==> src/rtl/gpio_irq_gen.sv <==
module gpio_irq_gen #(
  parameter int CH_W   = 8,
  parameter int ADDR_W = 9,
  parameter int DATA_W = 32
) (
  input  logic              clk,
  input  logic              rst_n,
  input  logic [CH_W-1:0]   ch1_in,
  input  logic [CH_W-1:0]   ch2_in,
  input  logic              wr_en,
  input  logic [ADDR_W-1:0] addr,
  input  logic [DATA_W-1:0] wdata,
  output logic [DATA_W-1:0] rdata,
  output logic              irq
);
  localparam logic [ADDR_W-1:0] A_DAT1 = ADDR_W'(12'h000);
  localparam logic [ADDR_W-1:0] A_DAT2 = ADDR_W'(12'h008);
  localparam logic [ADDR_W-1:0] A_GIE  = ADDR_W'(12'h11C);
  localparam logic [ADDR_W-1:0] A_STAT = ADDR_W'(12'h120);
  localparam logic [ADDR_W-1:0] A_CEN  = ADDR_W'(12'h128);

  logic [1:0][CH_W-1:0] pin, s1, s2, s3;
  logic [1:0] chg, status, ch_en;
  logic       gie;

  assign pin = {ch2_in, ch1_in};

  always_ff @(posedge clk) begin
    if (!rst_n) begin
      s1 <= '0;
      s2 <= '0;
      s3 <= '0;
    end else begin
      s1 <= pin;
      s2 <= s1;
      s3 <= s2;
    end
  end

  for (genvar i = 0; i < 2; i++) begin : g_chg
    assign chg[i] = |(s2[i] ^ s3[i]);
  end

  wire wr_gie  = wr_en && addr == A_GIE;
  wire wr_cen  = wr_en && addr == A_CEN;
  wire wr_stat = wr_en && addr == A_STAT;

  always_ff @(posedge clk) begin
    if (!rst_n) begin
      gie    <= 1'b0;
      ch_en  <= '0;
      status <= '0;
    end else begin
      if (wr_gie) gie <= wdata[DATA_W-1];
      if (wr_cen) ch_en <= wdata[1:0];
      status <= (status & ~(wr_stat ? wdata[1:0] : 2'b00)) | chg;
    end
  end

  assign irq = gie & |(status & ch_en);

  always_comb begin
    rdata = '0;
    case (addr)
      A_DAT1: rdata[CH_W-1:0] = s2[0];
      A_DAT2: rdata[CH_W-1:0] = s2[1];
      A_GIE:  rdata[DATA_W-1] = gie;
      A_STAT: rdata[1:0]      = status;
      A_CEN:  rdata[1:0]      = ch_en;
      default: rdata = '0;
    endcase
  end
endmodule

==> config.mk <==
export PLATFORM = sky130hd
export DESIGN_NAME = gpio_irq_gen
export DESIGN_NICKNAME = d
export VERILOG_FILES = /design/src/rtl/gpio_irq_gen.sv
export SDC_FILE = /design/constraint.sdc
export NUM_CORES = 1
export LEC_CHECK = 0
export BUFFER_PORTS_ARGS = -buffer_cell sky130_fd_sc_hd__buf_4
export CORE_ASPECT_RATIO = 2
export CORE_MARGIN = 4
export CORE_UTILIZATION = 40
export DETAILED_ROUTE_END_ITERATION = 16
export PLACE_DENSITY = 0.7
export SYNTH_ARGS = -nofsm -noshare
export SYNTH_HDL_FRONTEND = slang
export SYNTH_SLANG_ARGS = --single-unit
==> constraint.sdc <==
create_clock -name clk -period 2.1 [get_ports clk]
set_clock_uncertainty 0.15 [all_clocks]
set_input_delay 0.21 -clock clk [delete_from_list [all_inputs] [get_ports clk]]
set_output_delay 0.21 -clock clk [all_outputs]
set_load 0.01 [all_outputs]
# After elaboration in Yosys (flattened, before gate mapping)

Cells that the tools add are included.

Eq/ne operators: 4
Muxes and demuxes: 4
Bitwise logic cells: 7
Reduce and logical (&&, ||, !) cells: 7

Operators by type and width:

| cell                                                 | number |
|---|---|
| equality test 9 bit (second input constant)          | 3 |
| OR reduction 8 bit                                   | 2 |
| bitwise XOR 8 bit                                    | 2 |
| case mux 6 bit (2 select lines)                      | 1 |
| equality test 9 x 4 -> 1 bit (second input constant) | 1 |
| zero test 9 bit                                      | 1 |
| case mux 2 bit (4 select lines)                      | 1 |
| AND 2 bit                                            | 2 |
| logical AND 1 bit                                    | 3 |
| two-way mux 2 bit                                    | 1 |
| NOT 2 bit                                            | 1 |
| OR 2 bit                                             | 1 |
| OR reduction 2 bit                                   | 1 |
| AND 1 bit                                            | 1 |
| two-way mux 1 bit                                    | 1 |

Register bits after elaboration: 53
Bits of input ports: 60
Output and inout bits: 33
Logic and storage cells: 31

# Longest topological paths before layout

Depth in word-level cells: 6
Mapped depth: 5
Mapped depth without buffers: 4

# Worst setup path before layout

No wires, ideal clock.

Path type: input-to-output
Start: input port addr[4]
End: output port rdata[2]
Data arrival time: 1.370 ns
Data required time: 1.740 ns
Slack: 0.370 ns
Cell stages on the path: 3
Buffers on the path: 0
Path through: or4_4 > nor4_4 > a22o_1

Longest elaborated chain between the ends: 2
Elaborated cells on any way between the ends: 3
Classes of those cells: 1 x eq/ne; 1 x mux; 1 x reduce/logical

Ends and longest elaborated chain:

| item                                                            | RTL line | source |
|---|---|---|
| start, declared                                                 | 11       | `input logic [ADDR_W-1:0] addr,` |
| equality test 9 x 4 -> 1 bit or zero test 9 bit (tied branches) | 64       | `case (addr)` |
| case mux 6 bit (2 select lines) *                               | 64       |  |
| end, declared                                                   | 13       | `output logic [DATA_W-1:0] rdata,` |

Every way passes the cells marked *; elsewhere a longest branch is shown, timed or not.

# Worst setup path after layout

Start: input port addr[4]
End: output port rdata[0]

Longest elaborated chain between the ends: 2
Elaborated cells on any way between the ends: 5
Classes of those cells: 3 x eq/ne; 1 x mux; 1 x reduce/logical

Ends and longest elaborated chain:

| item                                              | RTL line |
|---|---|
| equality test 9 bit, or another cell as far along | 64 |
| case mux 2 bit (4 select lines) *                 | 64 |

Marks and branches as above.

==> impl_metrics.py <==
metrics = {
    "critical_path": {
        "r2r_end": "status[0]",
        "cp_common_cell": "buf_4",
        "cpPeakStageDelay_ns": 0.58,
        "end_kind": "primary output",
        "cp_slowest_cell": "or4_4",
        "crit_arrival_ns": 1.70,
        "path_class": "primary input to primary output",
        "rrSetupSlack_ns": 0.85,
        "crit_required_ns": 1.74,
        "critPathTopFamily": "simple AND/OR/NAND/NOR gates",
        "reg2regPathDepth": 3,
        "cp-start-kind": "primary input",
        "path_buf_inv": 3,
        "critPathMaxFanout": 4,
        "r2r-start": "s2[7]",
        "crit_path_cell_trace": "buf_4 > or4_4 > nor4_4 > buf_4 > a32oi_1 > o21ai_0 > buf_4",
    },
    "cells_and_area": {
        "multiInputGateArea_um2": 897,
        "syn_to_final_growth_pct": 25.3,
        "drive_gt1_share_pct": 21.0,
        "fill_cells": 464,
        "fin_cells": 314,
        "final_common_cell": "dfxtp_1",
        "final_nets": 316,
        "antenna_cells_inserted": 0,
        "final_cell_mix": "53 x dfxtp_1, 48 x and2_1, 42 x buf_4",
        "fin_util_pct": 52.6,
        "seqCellArea_mm2": 0.00106,
    },
    "synthesis": {
        "yosys_warnings": 0,
        "synth_top_area_share_pct": 51.0,
        "synth_area_leaders": "dfxtp_1 51%, and2_1 14%, buf_4 8.3%",
        "yosysUniqueCellTypes": 26,
        "yosysTopAreaCell": "dfxtp_1",
        "synthesis.area_mm2": 0.00208,
        "synth-seq-area-share_pct": 51.0,
        "syn_avg_cell_area_um2": 10.6,
        "ys_seq_elements": 53,
        "synth_cells": 197,
    },
    "clocking": {
        "ctsResizeCount": 0,
        "clock_latency_ns": 0.30,
        "cts_buffers": 5,
        "tritoncts": "done",
        "htree_levels": 2,
        "ctsRootBufferMaster": "clkbuf_8",
        "clk_pin_slew_ns": 0.08,
        "cts.path.max_buffers": 2,
        "cts_sinks": 53,
    },
    "placed_design": {
        "preCtsSetupSlack_ns": 0.0502,
        "place_congestion": 0.933,
        "dp.cells": 287,
        "port-buffer-count": 40,
        "hpwlAfterDp_mm": 2.83,
    },
    "timing": {
        "finalSetupTns_ns": 0,
        "fin_crit_sh_pct": 98.2,
        "hold_ws_ns": 0.0199,
        "slew_viol_final": 0,
        "hold_violations": 0,
        "setup_viol": 0,
        "fin_crit_ns": 2.06,
        "timing.fmax_mhz": 485,
        "timing.final.ws_setup_ns": 0.0375,
    },
    "min_path": {
        "worstHoldEndpoint": "ch_en[1]",
        "hp-start": "wdata[1]",
        "holdPathStages": 3,
        "hp-class": "primary input to flip-flop",
    },
    "pwr": {
        "powerDensity_mw_per_mm2": 679,
        "peakVddDrop_v": 0.000355,
        "leakagePower_nw": 1.21,
    },
    "detailed_routing": {
        "first_pass_iters": 4,
        "drt_iter0_drc": 50,
        "drc": 0,
        "ant_nets": 0,
        "routed-via-count": 1454,
        "wl_mm": 4.03,
        "viasPerCell": 4.63,
        "wl_per_cell_um": 12.8,
    },
    "floorplan": {
        "core_area_mm2": 0.00495,
        "fp-row-count": 36,
        "ios": 93,
        "die-area_mm2": 0.00649,
        "die_h_um": 110,
        "start_util_pct": 42.0,
        "die_x_um": 59.0,
    },
    "grt": {
        "antenna_found_initial": 0,
        "grt_overflow": 0,
        "grt_pass1_wl_mm": 6.38,
        "track_usage_pct": 13.3,
        "first_global_vias": 1449,
        "grt_max_degree": 54,
    },
    "outcome": {
        "outcome": "completed",
    },
    "job": {
        "drv.max_cap_violation_count": 0,
    },
}
## per-layer routing
layer | track usage (%) | wire length, um | vias up | part of all wire, %
met3 | 1.41 | 315 | 15 | 7.8
met1 | 12.2 | 1420 | 642 | 35
met4 | 12.2 | 217 | 0 | 5.4
met5 | 0 | 0 | - | 0
met2 | 24.3 | 2070 | 66 | 51
li1 | - | - | 731 | -
## cell usage after synthesis, drive strengths merged
master / number
nand2: 4
a22o: 6
dfxtp: 53
or4: 1
nor2b: 1
nor2: 2
and3: 1
nand3: 1
a31oi: 2
or4b: 1
nor4: 8
a32oi: 4
clkbuf: 6
nor3: 3
buf: 23
xor2: 16
and2: 48
mux2i: 3
nand4: 5
o21ai: 4
inv: 2
conb: 1
or3: 1
a22oi: 1
## kinds of logic after synthesis
| group | synth area share, % |
|---|---|
| AND/OR/NAND/NOR | 24.7 |
| AO/OA/AOI/OAI | 6.14 |
| XOR/XNOR | 6.74 |
| flip-flops | 51.0 |
| other | 0.180 |
| buffers and inverters | 9.81 |
| multiplexers | 1.44 |
## registers in the layout, summed over array words and instances, names as in the netlist
name / cells
ch_en: 2
gie: 1
s1: 16
s2: 16
s3: 16
status: 2
## how the worst max path moves through the flow
| stage | startpoint | cells after the start | slack [ns] | end |
|---|---|---|---|---|
| 3_3_place_gp | addr[4] | 5 | 0.09 | rdata[5] |
| 2_1_floorplan | addr[4] | 3 | 0.37 | rdata[2] |
| 5_1_grt | addr[4] | 7 | -0.02 | rdata[0] |
| 4_1_cts | addr[4] | 6 | 0.05 | rdata[0] |
| 3_5_place_dp | addr[4] | 6 | 0.05 | rdata[0] |
| 6_report | addr[4] | 7 | 0.04 | rdata[0] |
## power breakdown
group	switching [mW]	total, mW	internal (mW)	leakage (nW)
Sequential	0.0226	1.07	1.04	0.436
Clock	0.298	0.529	0.231	0.0450
Combinational	0.0806	0.173	0.0924	0.725
Total	0.401	1.77	1.37	1.21
## cell type report
type / count / share of cell area (%)
repair buffers: 59 / 18.6
well taps: 57 / 2.74
multi-input cells: 135 / 34.4
clock buffers: 6 / 2.79
inverters: 2 / 0.288
clock inverters: 2 / 0.384
flip-flops and latches: 53 / 40.7
## metrics by stage
step,total power [mW],instance area [um^2]
finish,1.77,2610
global route,1.86,2610
CTS,1.80,2590
detailed placement,1.24,2340
global placement,1.23,2340
floorplan,1.20,2160
## worst register-to-register path, cell delays in order, from the launching register on
cell and delay, ns:
dfxtp_1 0.36, xor2_1 0.17, nor4_1 0.32, a31oi_1 0.13
## timing repair
action | in CTS | in global routing
setup endpoints to repair | 0 | 1
hold buffers | 17 | 0
hold endpoints to repair | 17 | 0
setup buffers | 0 | 2
Note: power is estimated with default switching activity, not from simulation.
